===== src/rtl/mag_thr_pkg.sv =====
package mag_thr_pkg;

  // Strobes issued by the control to the datapath counter, at most one per cycle
  typedef struct packed {
    logic inc;   // add one to the persistence count
    logic dec;   // subtract one from the persistence count
    logic clr;   // clear the count without an interrupt
    logic fire;  // clear the count and pulse the interrupt
  } cntCmd_t;

endpackage


===== src/rtl/mag_thr_control.sv =====
module mag_thr_control
  import mag_thr_pkg::*;
#(
  parameter int LIMIT_W = 8
) (
  input  logic               sampleValid,
  input  logic               aboveThr,
  input  logic               belowClears,
  input  logic [LIMIT_W-1:0] curCount,
  input  logic [LIMIT_W-1:0] curLimit,
  output cntCmd_t            cmd
);

  localparam int CW = LIMIT_W + 1;

  logic [CW-1:0] bumped;

  assign bumped = {1'b0, curCount} + {{LIMIT_W{1'b0}}, 1'b1};

  always_comb begin
    cmd = '0;
    if (sampleValid) begin
      if (aboveThr) begin
        if (bumped >= {1'b0, curLimit}) cmd.fire = 1'b1;
        else                            cmd.inc  = 1'b1;
      end else if (belowClears) begin
        cmd.clr = 1'b1;
      end else if (curCount != '0) begin
        cmd.dec = 1'b1;
      end
    end
  end

  // the counter never receives two strobes in one cycle
  always_comb begin
    assert_cmd_onehot_R6: assert ($onehot0(cmd));
  end

endmodule


===== src/rtl/mag_thr_datapath.sv =====
module mag_thr_datapath
  import mag_thr_pkg::*;
#(
  parameter int                DATA_W      = 16,
  parameter int                LIMIT_W     = 8,
  parameter logic [DATA_W-1:0] THR_RESET   = '0,
  parameter logic [LIMIT_W-1:0] LIMIT_RESET = 1
) (
  input  logic               clk,
  input  logic               rstN,
  input  logic               cfgLoad,
  input  logic [DATA_W-1:0]  cfgThreshold,
  input  logic [LIMIT_W-1:0] cfgLimit,
  input  logic               twosCompMode,
  input  logic               belowClears,
  input  logic               sampleValid,
  input  logic [DATA_W-1:0]  sampleData,
  input  cntCmd_t            cmd,
  output logic               aboveThr,
  output logic [LIMIT_W-1:0] curCount,
  output logic [LIMIT_W-1:0] curLimit,
  output logic               tripPulse
);

  localparam logic [DATA_W-1:0] MOST_NEG = {1'b1, {(DATA_W-1){1'b0}}};
  localparam logic [DATA_W-1:0] POS_MAX  = {1'b0, {(DATA_W-1){1'b1}}};

  logic [DATA_W-1:0] thrReg;
  logic [DATA_W-1:0] negated;
  logic [DATA_W-1:0] magnitude;
  logic [DATA_W-1:0] thrEff;

  // configuration registers
  always_ff @(posedge clk or negedge rstN) begin
    if (!rstN) begin
      thrReg   <= THR_RESET;
      curLimit <= LIMIT_RESET;
    end else if (cfgLoad) begin
      thrReg   <= cfgThreshold;
      curLimit <= cfgLimit;
    end
  end

  // magnitude and effective threshold follow the coding mode
  assign negated = ~sampleData + {{(DATA_W-1){1'b0}}, 1'b1};

  always_comb begin
    if (twosCompMode) begin
      if (sampleData == MOST_NEG)   magnitude = POS_MAX;
      else if (sampleData[DATA_W-1]) magnitude = negated;
      else                          magnitude = sampleData;
      thrEff = {1'b0, thrReg[DATA_W-2:0]};
    end else begin
      magnitude = sampleData;
      thrEff    = thrReg;
    end
  end

  assign aboveThr = magnitude > thrEff;

  // persistence counter, steered by the control strobes
  always_ff @(posedge clk or negedge rstN) begin
    if (!rstN) begin
      curCount  <= '0;
      tripPulse <= 1'b0;
    end else begin
      tripPulse <= cmd.fire;
      if (cmd.fire || cmd.clr) curCount <= '0;
      else if (cmd.inc)        curCount <= curCount + 1'b1;
      else if (cmd.dec)        curCount <= curCount - 1'b1;
    end
  end

  // a two's complement magnitude never exceeds the largest positive code
  always_comb begin
    if (twosCompMode) assert_tc_mag_range_R4: assert (magnitude <= POS_MAX);
  end

  // no decrement is requested at a count of zero
  assert_no_underflow_R8: assert property (@(posedge clk) disable iff (!rstN)
    cmd.dec |-> curCount != '0);

  // an idle cycle leaves the count alone and raises no interrupt
  assert_idle_hold_R9: assert property (@(posedge clk) disable iff (!rstN)
    !sampleValid |=> $stable(curCount) && !tripPulse);

  // a low reading in clear mode empties the count
  assert_low_clears_R7: assert property (@(posedge clk) disable iff (!rstN)
    sampleValid && !aboveThr && belowClears |=> curCount == '0);

  // an interrupt pulse always comes with an empty count
  assert_trip_rearm_R6: assert property (@(posedge clk) disable iff (!rstN)
    tripPulse |-> curCount == '0);

  // loading the configuration never disturbs the count on its own
  assert_load_keeps_R10: assert property (@(posedge clk) disable iff (!rstN)
    cfgLoad && !sampleValid |=> $stable(curCount));

endmodule


===== src/rtl/mag_threshold_monitor.sv =====
module mag_threshold_monitor
  import mag_thr_pkg::*;
#(
  parameter int DATA_W  = 16,
  parameter int LIMIT_W = 8
) (
  input  logic               clk,
  input  logic               rstN,
  input  logic               cfgLoad,
  input  logic [DATA_W-1:0]  cfgThreshold,
  input  logic [LIMIT_W-1:0] cfgLimit,
  input  logic               twosCompMode,
  input  logic               belowClears,
  input  logic               sampleValid,
  input  logic [DATA_W-1:0]  sampleData,
  output logic               trip,
  output logic [LIMIT_W-1:0] persistCount
);

  cntCmd_t            cmd;
  logic               aboveThr;
  logic [LIMIT_W-1:0] curLimit;

  mag_thr_datapath #(
    .DATA_W      (DATA_W),
    .LIMIT_W     (LIMIT_W),
    .THR_RESET   ('0),
    .LIMIT_RESET (LIMIT_W'(1))
  ) u_datapath (
    .clk          (clk),
    .rstN         (rstN),
    .cfgLoad      (cfgLoad),
    .cfgThreshold (cfgThreshold),
    .cfgLimit     (cfgLimit),
    .twosCompMode (twosCompMode),
    .belowClears  (belowClears),
    .sampleValid  (sampleValid),
    .sampleData   (sampleData),
    .cmd          (cmd),
    .aboveThr     (aboveThr),
    .curCount     (persistCount),
    .curLimit     (curLimit),
    .tripPulse    (trip)
  );

  mag_thr_control #(
    .LIMIT_W (LIMIT_W)
  ) u_control (
    .sampleValid (sampleValid),
    .aboveThr    (aboveThr),
    .belowClears (belowClears),
    .curCount    (persistCount),
    .curLimit    (curLimit),
    .cmd         (cmd)
  );

endmodule


===== config.mk =====
export PLATFORM = sky130hd
export DESIGN_NAME = mag_threshold_monitor
export DESIGN_NICKNAME = d
export VERILOG_FILES = /design/src/rtl/mag_thr_pkg.sv /design/src/rtl/mag_thr_control.sv /design/src/rtl/mag_thr_datapath.sv /design/src/rtl/mag_threshold_monitor.sv
export SDC_FILE = /design/constraint.sdc
export NUM_CORES = 1
export LEC_CHECK = 0
export ABC_AREA = 0
export ABC_CLOCK_PERIOD_IN_PS = 3550
export BUFFER_PORTS_ARGS = -buffer_cell sky130_fd_sc_hd__buf_2
export CAP_MARGIN = 20
export CORE_AREA = 10 10 84 86
export CTS_BUF_LIST = sky130_fd_sc_hd__clkbuf_16
export DETAILED_ROUTE_END_ITERATION = 10
export DIE_AREA = 0 0 94 96
export PLACE_DENSITY = 0.75
export SLEW_MARGIN = 0
export SYNTH_ARGS = -nofsm -noshare
export SYNTH_HDL_FRONTEND = slang
export SYNTH_SLANG_ARGS = --single-unit
export TNS_END_PERCENT = 20

===== constraint.sdc =====
create_clock -name clk -period 3.55 [get_ports clk]
set_input_delay 0.355 -clock clk [delete_from_list [all_inputs] [get_ports clk]]
set_output_delay 0.355 -clock clk [all_outputs]
set_load 0.01 [all_outputs]

[Yosys cells after proc, flatten, opt, wreduce, memory -nomap -nowiden]
Index checks and enable logic that the tools add are counted.
W data, S select, Z words.
Operators by class
  bitwise operators: 1
  add/subtract/negate cells: 4
  reduce and logical (&&, ||, !) cells: 3
  mux-type cells: 16
  equal/unequal tests: 1
  $lt $le $gt $ge: 2
Operators by type and width (number)
  $mux W16: 4
  $mux W8: 3
  $add A16 B1 Y16 const B: 1
  $eq A16 B16 Y1 const B: 1
  $gt A16 B16 Y1: 1
  $not A16 Y16: 1
  $add A8 B1 Y9 const B: 1
  $ge A9 B8 Y1: 1
  $add A8 B1 Y8 const B: 1
  $reduce_bool A8 Y1: 1
  $sub A8 B1 Y8 const B: 1
  $mux W1: 7
  $mux W4: 1
  $reduce_bool A3 Y1: 1
  $mux W2: 1
  $logic_or A1 B1 Y1: 1
Storage, ports and cells
  word-level logic and storage cells: 31
  bits of input ports: 46
  output and inout port bits: 9
  register bits after elaboration: 33

[Longest topological paths before layout]
Gate-level depths: netlist of run 1.
  depth after elaboration: 11
  gate-level depth with buffers: 23
  gate-level depth less buffers: 23

[By module]
Synthesis of run 1 repeated with hierarchy kept, for this count alone.
Unflattened totals
  cell total of the unflattened synthesis: 317
  area, all modules: 2693.8 um^2
Modules (own cells, without submodules)
  mag_thr_datapath: sequential area each 827.0 um^2, times used 1, cells each 261, area an instance 2309.7 um^2
  mag_thr_control: sequential area each 0.0 um^2, times used 1, cells each 56, area an instance 384.1 um^2

[Worst setup path after synthesis of run 1]
Ideal clock, no wire load.
  path type: input port to flip-flop
  start point: input port sampleData[9]
  end point: register u_datapath.curCount[7]
  library setup time: 0.126 ns
  path buffers: 0
  slack: -1.070 ns
  data arrival time: 4.494 ns
  required time: 3.424 ns
  stages on the path: 18
  path through: or4_1 nor2_1 nand2_1 o21ai_0 xor2_1 nand2_1 ha_1 nand4_1 or4_1 o211ai_1 nand4_1 ha_1 o21a_1 a21oi_1 o21bai_1 a21oi_1 nor3_1 o32a_1
Between the ends
  cells in the longest elaborated chain, start to end: 10
  elaborated cells between the ends (all ways): 15
  those cells by class: add/sub (1); order compare (1); eq/ne (1); mux (9); bitwise (1); reduce/logical (2)
RTL lines
  start, declared: line mag_threshold_monitor.sv:15  | input logic [DATA_W-1:0] sampleData,
  $not A16 Y16: line mag_thr_datapath.sv:45  | assign negated = ~sampleData + {{(DATA_W-1){1'b0}}, 1'b1};
  $add A16 B1 Y16: line mag_thr_datapath.sv:45
  $mux W16: line mag_thr_datapath.sv:50  | else if (sampleData[DATA_W-1]) magnitude = negated;
  $mux W16: line mag_thr_datapath.sv:49  | if (sampleData == MOST_NEG) magnitude = POS_MAX;
  $mux W16 *: line mag_thr_datapath.sv:48  | if (twosCompMode) begin
  $gt A16 B16 Y1 *: line mag_thr_datapath.sv:59  | assign aboveThr = magnitude > thrEff;
  $mux W1 or $mux W2 (tied branches): line mag_thr_control.sv:23  | if (aboveThr) begin
  $mux W4 *: line mag_thr_control.sv:22  | if (sampleValid) begin
  $mux W8 or $logic_or A1 B1 Y1 (tied branches): line mag_thr_datapath.sv:69, mag_thr_datapath.sv:68
  $mux W8 or $reduce_bool A3 Y1 (tied branches)
  end signal, assigned: line mag_thr_datapath.sv:69  | else if (cmd.inc) curCount <= curCount + 1'b1;
  end signal, assigned: line mag_thr_datapath.sv:70  | else if (cmd.dec) curCount <= curCount - 1'b1;
  end, declared: line mag_thr_datapath.sv:20  | output logic [LIMIT_W-1:0] curCount,
Every way passes the cells marked *; elsewhere a longest branch is shown, timed or not.
A chain may end at the register's enable or synchronous reset.

[Final worst setup path of run 1]
  start point: input port sampleData[8]
  end point: register u_datapath.curCount[6]
Same word-level chain as after synthesis.

==> results.json, run 1 <==
{
  "clk_path_buf_depth": 2,
  "antenna_found_initial": 0,
  "cp.buffers_inverters": 8,
  "path_depth": 27,
  "violations": "setup timing",
  "slowest_stage": "or4_4",
  "rsz0062_at_grt": "true",
  "worst_pin_slew_ps": 749,
  "place_area_sq_mm": 0.00349,
  "synth_cell_types": 45,
  "power.density_mw_per_mm2": 647,
  "die_h_um": 96,
  "clk_latency_ps": 280,
  "crit_top_cell": "buf_4",
  "status": "finished with violations",
  "dp_hpwl_um": 5870,
  "clock_sinks": 33,
  "min-delay-path-class": "in2async",
  "nets": 520,
  "drive_gt1_share_pct": 41.5,
  "dp_slack_ps": -999,
  "synthXorXnorAreaFrac_pct": 7.35,
  "finalPower_mw": 2.54,
  "wl_per_cell_um": 16.4,
  "rr_endpoint": "u_datapath.curCount[6]",
  "synthMuxAreaShare_pct": 1.67,
  "whs_ps": 136,
  "relSlewSlack_pct": 50.0,
  "cts.reportedPaths.clkPinSlew_ps": 60,
  "setup.worst_path.end_class": "flop",
  "syn-instance-count": 308,
  "timing.final.ws_setup_ps": -855,
  "period_needed_ps": 4400,
  "cp-startpoint": "sampleData[8]",
  "reg2reg_depth": 22,
  "synth.top_cells.by_area": "dfrtp_1, ha_1, nand2_1",
  "crit_fanout": 6,
  "ys_warn_count": 0,
  "synth-compound-area-share_pct": 19.2,
  "syn_nets": 388,
  "grt_overflow": 0,
  "ys_seq_area_share_pct": 31.6,
  "die_area_sq_mm": 0.00902,
  "max_freq_mhz": 227,
  "die_w_um": 94,
  "syn_avg_cell_area_sq_um": 8.51,
  "avgViaCountPerCell": 5.32,
  "max-cap-violations": 0,
  "area_delta_synth_final_pct": 49.5,
  "postRouteAntennaNets": 0,
  "htreeDepth": 2,
  "drc": 0,
  "vdd_drop_max_mv": 0.386,
  "row_count": 27,
  "fin_crit_sh_pct": 124,
  "antenna_cells": 0,
  "firstDrtPassIters": 4,
  "ff2ff_setup_slack_ps": -210,
  "r2r-start": "u_datapath.curCount[2]",
  "routed_wl_um": 8430,
  "design.core.area_sq_mm": 0.00541,
  "ys.flop_type": "dfrtp_1",
  "skew_ps": 7.43,
  "yosys.area_share.simple_pct": 17.2,
  "cts_root_buffer": "clkbuf_16",
  "drv_slew": 0,
  "yosys.area.top_type": "dfrtp_1",
  "crit_arrival_ps": 4570,
  "gr-usage-all-layers_pct": 18.6,
  "routed-via-count": 2731,
  "start_util_pct": 48.5,
  "async_flop_share_pct": 100,
  "drtIter0Drc": 173,
  "cts_buffers": 5,
  "final-hold-violation-count": 0,
  "cts_tree": "built",
  "gp_congestion": 0.914,
  "grt_start_max_net_pins": 46,
  "layout_common_cells": "buf_4, buf_2, nand2_1",
  "synth_top_area_share_pct": 30.6,
  "synth_area_sq_mm": 0.00262,
  "setup_violations": 8,
  "synth_edf_count": 0,
  "slowest_delay_ps": 560,
  "p_leak_nw": 1.97,
  "final_common_cell": "buf_4",
  "io_pins": 55,
  "synthAdderAreaFrac_pct": 16.5,
  "cp-start-kind": "primary input",
  "numPortBuffers": 54,
  "design_area_sq_mm": 0.00392,
  "worstSetupPathType": "in2reg",
  "required_ps": 3710,
  "first_global_vias": 2984,
  "synth_top_family_by_area": "compound AO/OA/AOI/OAI gates",
  "synth-seq-cells": 33,
  "grt_pass1_wl_um": 13500,
  "critPathTopFamily": "simple AND/OR/NAND/NOR gates"
}
## Yosys cell counts (2+ instances only)
cell,count
nand2_1,48
inv_1,34
ha_1,33
dfrtp_1,32
o21ai_0,29
a21oi_1,15
nor2_1,14
xnor2_1,13
nand4_1,9
xor2_1,9
clkbuf_1,7
nor3_1,6
nand2b_1,5
o22ai_2,5
nand3_1,4
a21o_1,3
and2_1,3
mux2_2,3
o21a_1,3
a211o_1,2
a211oi_1,2
a31oi_1,2
and3_1,2
o211ai_1,2
o21bai_1,2
or4_1,2
## cell families after synthesis
logic type / count (synthesis)
XOR/XNOR: 22
adder cells (fa/ha/maj): 34
AND/OR/NAND/NOR: 98
flip-flops: 33
AO/OA/AOI/OAI: 74
buffers and inverters: 43
multiplexers: 4
## state kept, by name (all words and copies together), names as in the netlist
signal and count:
u_datapath.thrReg 16, u_datapath.curCount 8, u_datapath.curLimit 8, u_datapath.tripPulse 1
## worst max path at each step
stage	end	slack [ps]
2_1_floorplan	u_datapath.curCount[7]	-830
3_3_place_gp	u_datapath.curCount[7]	-870
3_5_place_dp	u_datapath.curCount[7]	-1000
4_1_cts	u_datapath.curCount[7]	-690
5_1_grt	u_datapath.curCount[7]	-1110
6_report	u_datapath.curCount[6]	-850
## what timing repair did
| action | in CTS | in global routing |
|---|---|---|
| endpoints found under the setup margin | 7 | 9 |
| buffers inserted | 11 | 2 |
| resized for setup | 17 | 12 |
| pin swaps | 28 | 12 |
| hold buffers | 0 | 0 |
## metrics by stage
| step | utilization (%) | instances | TNS [ps] |
|---|---|---|---|
| 2_1_floorplan | - | 308 | -2990 |
| 3_3_place_gp | 64.5 | 492 | -4190 |
| 3_5_place_dp | 64.5 | 492 | -4970 |
| 4_1_cts | 71.2 | 511 | -2930 |
| 5_1_grt | 72.5 | 513 | -5980 |
| 6_report | 72.5 | 513 | -4270 |
## metal layers
layer	global-route usage [%]	share of wire, %	vias to the layer above	wire length (um)
met3	3.74	6.1	12	516
met5	0	0	-	0
met4	9.37	1.7	0	143
li1	-	-	1322	-
met1	20.5	40	1297	3410
met2	33.5	52	100	4360
## layout make-up
| class | count | area (sq um) |
|---|---|---|
| sequential | 33 | 827 |
| fill | 385 | 1490 |
| clock buffer | 5 | 125 |
| inverter | 34 | 128 |
| tap | 72 | 90.1 |
| timing repair buffer | 134 | 888 |
| clock inverter | 3 | 46.3 |
| multi-input combinational | 232 | 1810 |
## report_power, final
group / leakage [nW] / switching (mW) / internal (mW)
logic: 1.48 / 0.725 / 0.807
clock network: 0.0800 / 0.172 / 0.332
registers: 0.405 / 0.0550 / 0.444
total: 1.97 / 0.952 / 1.58
Power figures use the tool's default switching activity.
==> run 2, diff against run 1 <==
--- a/config.mk
+++ b/config.mk
@@ -5,15 +5,15 @@
 export SDC_FILE = /design/constraint.sdc
 export NUM_CORES = 1
 export LEC_CHECK = 0
-export ABC_AREA = 0
+export ABC_AREA = 1
 export ABC_CLOCK_PERIOD_IN_PS = 3550
 export BUFFER_PORTS_ARGS = -buffer_cell sky130_fd_sc_hd__buf_2
 export CAP_MARGIN = 20
-export CORE_AREA = 10 10 84 86
+export CORE_AREA = 10 10 86 88
 export CTS_BUF_LIST = sky130_fd_sc_hd__clkbuf_16
 export DETAILED_ROUTE_END_ITERATION = 10
-export DIE_AREA = 0 0 94 96
-export PLACE_DENSITY = 0.75
+export DIE_AREA = 0 0 96 98
+export PLACE_DENSITY = 0.82
 export SLEW_MARGIN = 0
 export SYNTH_ARGS = -nofsm -noshare
 export SYNTH_HDL_FRONTEND = slang
==> results.json, run 2 <==
{
  "ys_seq_area_share_pct": 29.3,
  "cts.reportedPaths.clkPinSlew_ps": 50,
  "synthTopCellsByCount": "nand2_1, inv_1, o21ai_0",
  "n_fill_cell": 486,
  "r2r-start": "u_datapath.curCount[0]",
  "synth_area_sq_mm": 0.00283,
  "die_h_um": 98,
  "avgViaCountPerCell": 5.12,
  "status": "complete, no violations",
  "max-cap-violations": 0,
  "reg2reg_depth": 19,
  "synth_cell_types": 34,
  "drv_slew": 0,
  "routed-via-count": 2848,
  "grt_pass1_wl_um": 11900,
  "utilization_pct": 65.7,
  "dp_hpwl_um": 5890,
  "start_util_pct": 49.2,
  "antenna_found_initial": 0,
  "gp_congestion": 0.914,
  "ys_warn_count": 0,
  "cp.buffers_inverters": 5,
  "grt_overflow": 0,
  "path_depth": 29,
  "timing.final.ws_setup_ps": 28.7,
  "async_flop_share_pct": 100,
  "htreeDepth": 2,
  "slowest_delay_ps": 380,
  "crit_fanout": 8,
  "period_needed_ps": 3520,
  "ff2ff_setup_slack_ps": 120,
  "gr-usage-all-layers_pct": 15.4,
  "required_ps": 3720,
  "max_freq_mhz": 284,
  "clock_sinks": 33,
  "layout_common_cells": "nand2_1, inv_1, buf_2",
  "finalPower_mw": 2.36,
  "worst_pin_slew_ps": 748,
  "nets": 561,
  "whs_ps": 140,
  "first_global_vias": 2769,
  "slowest_stage": "fa_2",
  "grt_start_max_net_pins": 46,
  "worstSetupPathType": "in2reg",
  "rsz0062_at_grt": "true",
  "wl_per_cell_um": 14.1,
  "design.core.area_sq_mm": 0.00575,
  "min-delay-path-class": "in2async",
  "setup_violations": 0,
  "syn_nets": 468,
  "fin_crit_sh_pct": 99.2,
  "cts_root_buffer": "clkbuf_16",
  "cts_tree": "built",
  "numPortBuffers": 54,
  "top_register": "u_datapath.thrReg",
  "synth_top_area_share_pct": 28.3,
  "dp_slack_ps": -387,
  "ys.flop_type": "dfrtp_1",
  "clk_path_buf_depth": 2,
  "io_pins": 55,
  "crit_top_cell": "nand2_1",
  "relSlewSlack_pct": 50.1,
  "clk_latency_ps": 280,
  "endpoint": "u_datapath.curCount[6]",
  "rr_endpoint": "u_datapath.curCount[6]",
  "drive_gt1_share_pct": 33.1,
  "final-hold-violation-count": 0,
  "yosys.area.top_type": "dfrtp_1",
  "vdd_drop_max_mv": 0.548,
  "final_common_cell": "nand2_1",
  "drtIter0Drc": 122,
  "final-instance-count-excl-fill": 556,
  "synth.top_cells.by_area": "dfrtp_1, ha_1, nand2_1",
  "postRouteAntennaNets": 0,
  "post-synth-top-count-cell": "nand2_1",
  "cp-startpoint": "sampleData[1]",
  "reg_top3": "u_datapath.thrReg x16, u_datapath.curCount x8, u_datapath.curLimit x8",
  "area_delta_synth_final_pct": 33.7,
  "cts_hold_buf": 0,
  "crit_arrival_ps": 3690,
  "syn_avg_cell_area_sq_um": 7.28,
  "dp.cells": 541,
  "cts_buffers": 5,
  "synth_edf_count": 0,
  "p_leak_nw": 2.01,
  "firstDrtPassIters": 4,
  "power.density_mw_per_mm2": 625,
  "skew_ps": 4.31,
  "drc": 0,
  "row_count": 28,
  "synth-seq-cells": 33,
  "largest_register_ffs": 16,
  "syn-instance-count": 388,
  "antenna_cells": 0,
  "die_w_um": 96,
  "die_area_sq_mm": 0.00941,
  "critPathTopFamily": "simple AND/OR/NAND/NOR gates",
  "setup.worst_path.end_class": "flop",
  "cp-start-kind": "primary input",
  "routed_wl_um": 7850
}
## run 2: changes by cell type after synthesis, moves of 4 or more
cell,previous run,this run
inv_1,34,60
nand2_1,48,89
nand2b_1,5,0
nand3_1,4,31
nand3b_1,0,4
nand4_1,9,4
nor2_1,14,21
nor2_2,0,4
o21ai_0,29,35
o21ai_2,0,6
o22ai_2,5,0
or2_2,1,6
xnor2_1,13,4
## run 2: how the worst min path moves through the flow
stage | from | endpoint | slack, ps
after floorplan | rstN | u_datapath.curCount[0] | 60
after CTS | rstN | u_datapath.thrReg[2] | 170
after global routing | rstN | u_datapath.thrReg[6] | 210
after global placement | rstN | u_datapath.thrReg[4] | 450
after detailed placement | rstN | u_datapath.thrReg[2] | 470
final | rstN | u_datapath.thrReg[2] | 140
## run 2: power breakdown
part | total (mW) | leakage, nW | switching [mW] | internal, mW
combinational | 1.42 | 1.55 | 0.727 | 0.693
sequential | 0.529 | 0.403 | 0.0826 | 0.446
clock | 0.410 | 0.0633 | 0.157 | 0.253
## run 2: per-layer routing
layer	routed length, um	vias up	part of all wire, %	global-route usage, %
met1	3270	1332	42	16.7
met5	0	-	0	0
li1	-	1449	-	-
met4	156	0	2.0	4.77
met3	332	13	4.2	3.22
met2	4100	54	52	28.3
## run 2: cell type report
class	count	area (sq um)	area share, %
clock buffer	5	125	3.31
clock inverter	2	11.3	0.298
inverter	60	228	6.03
multi-input combinational	287	1910	50.5
sequential	33	828	21.9
tap	75	93.8	2.49
timing repair buffer	94	582	15.4
## run 2: stage by stage
step | instance area (sq um) | setup TNS (ps)
6_report | 3780 | 0
5_1_grt | 3780 | -1000
4_1_cts | 3560 | -56.5
3_5_place_dp | 3400 | -1540
3_3_place_gp | 3400 | -789
2_1_floorplan | 2850 | -8.15
## run 2: logic make-up (layout without fill, tap and decap cells)
logic type / Yosys count / count (layout) / synth area share (%)
AO/OA/AOI/OAI: 63 / 63 / 12.3
XOR/XNOR: 11 / 11 / 3.41
adder cells (fa/ha/maj): 34 / 34 / 15.3
buffers and inverters: 68 / 161 / 9.34
flip-flops: 33 / 33 / 29.3
multiplexers: 3 / 3 / 1.20
AND/OR/NAND/NOR: 176 / 176 / 29.2
## run 2: timing repair
action	in CTS	in global routing
pin swaps	5	18
setup buffers	1	7
gates resized for setup	7	33
endpoints found under the setup margin	2	6
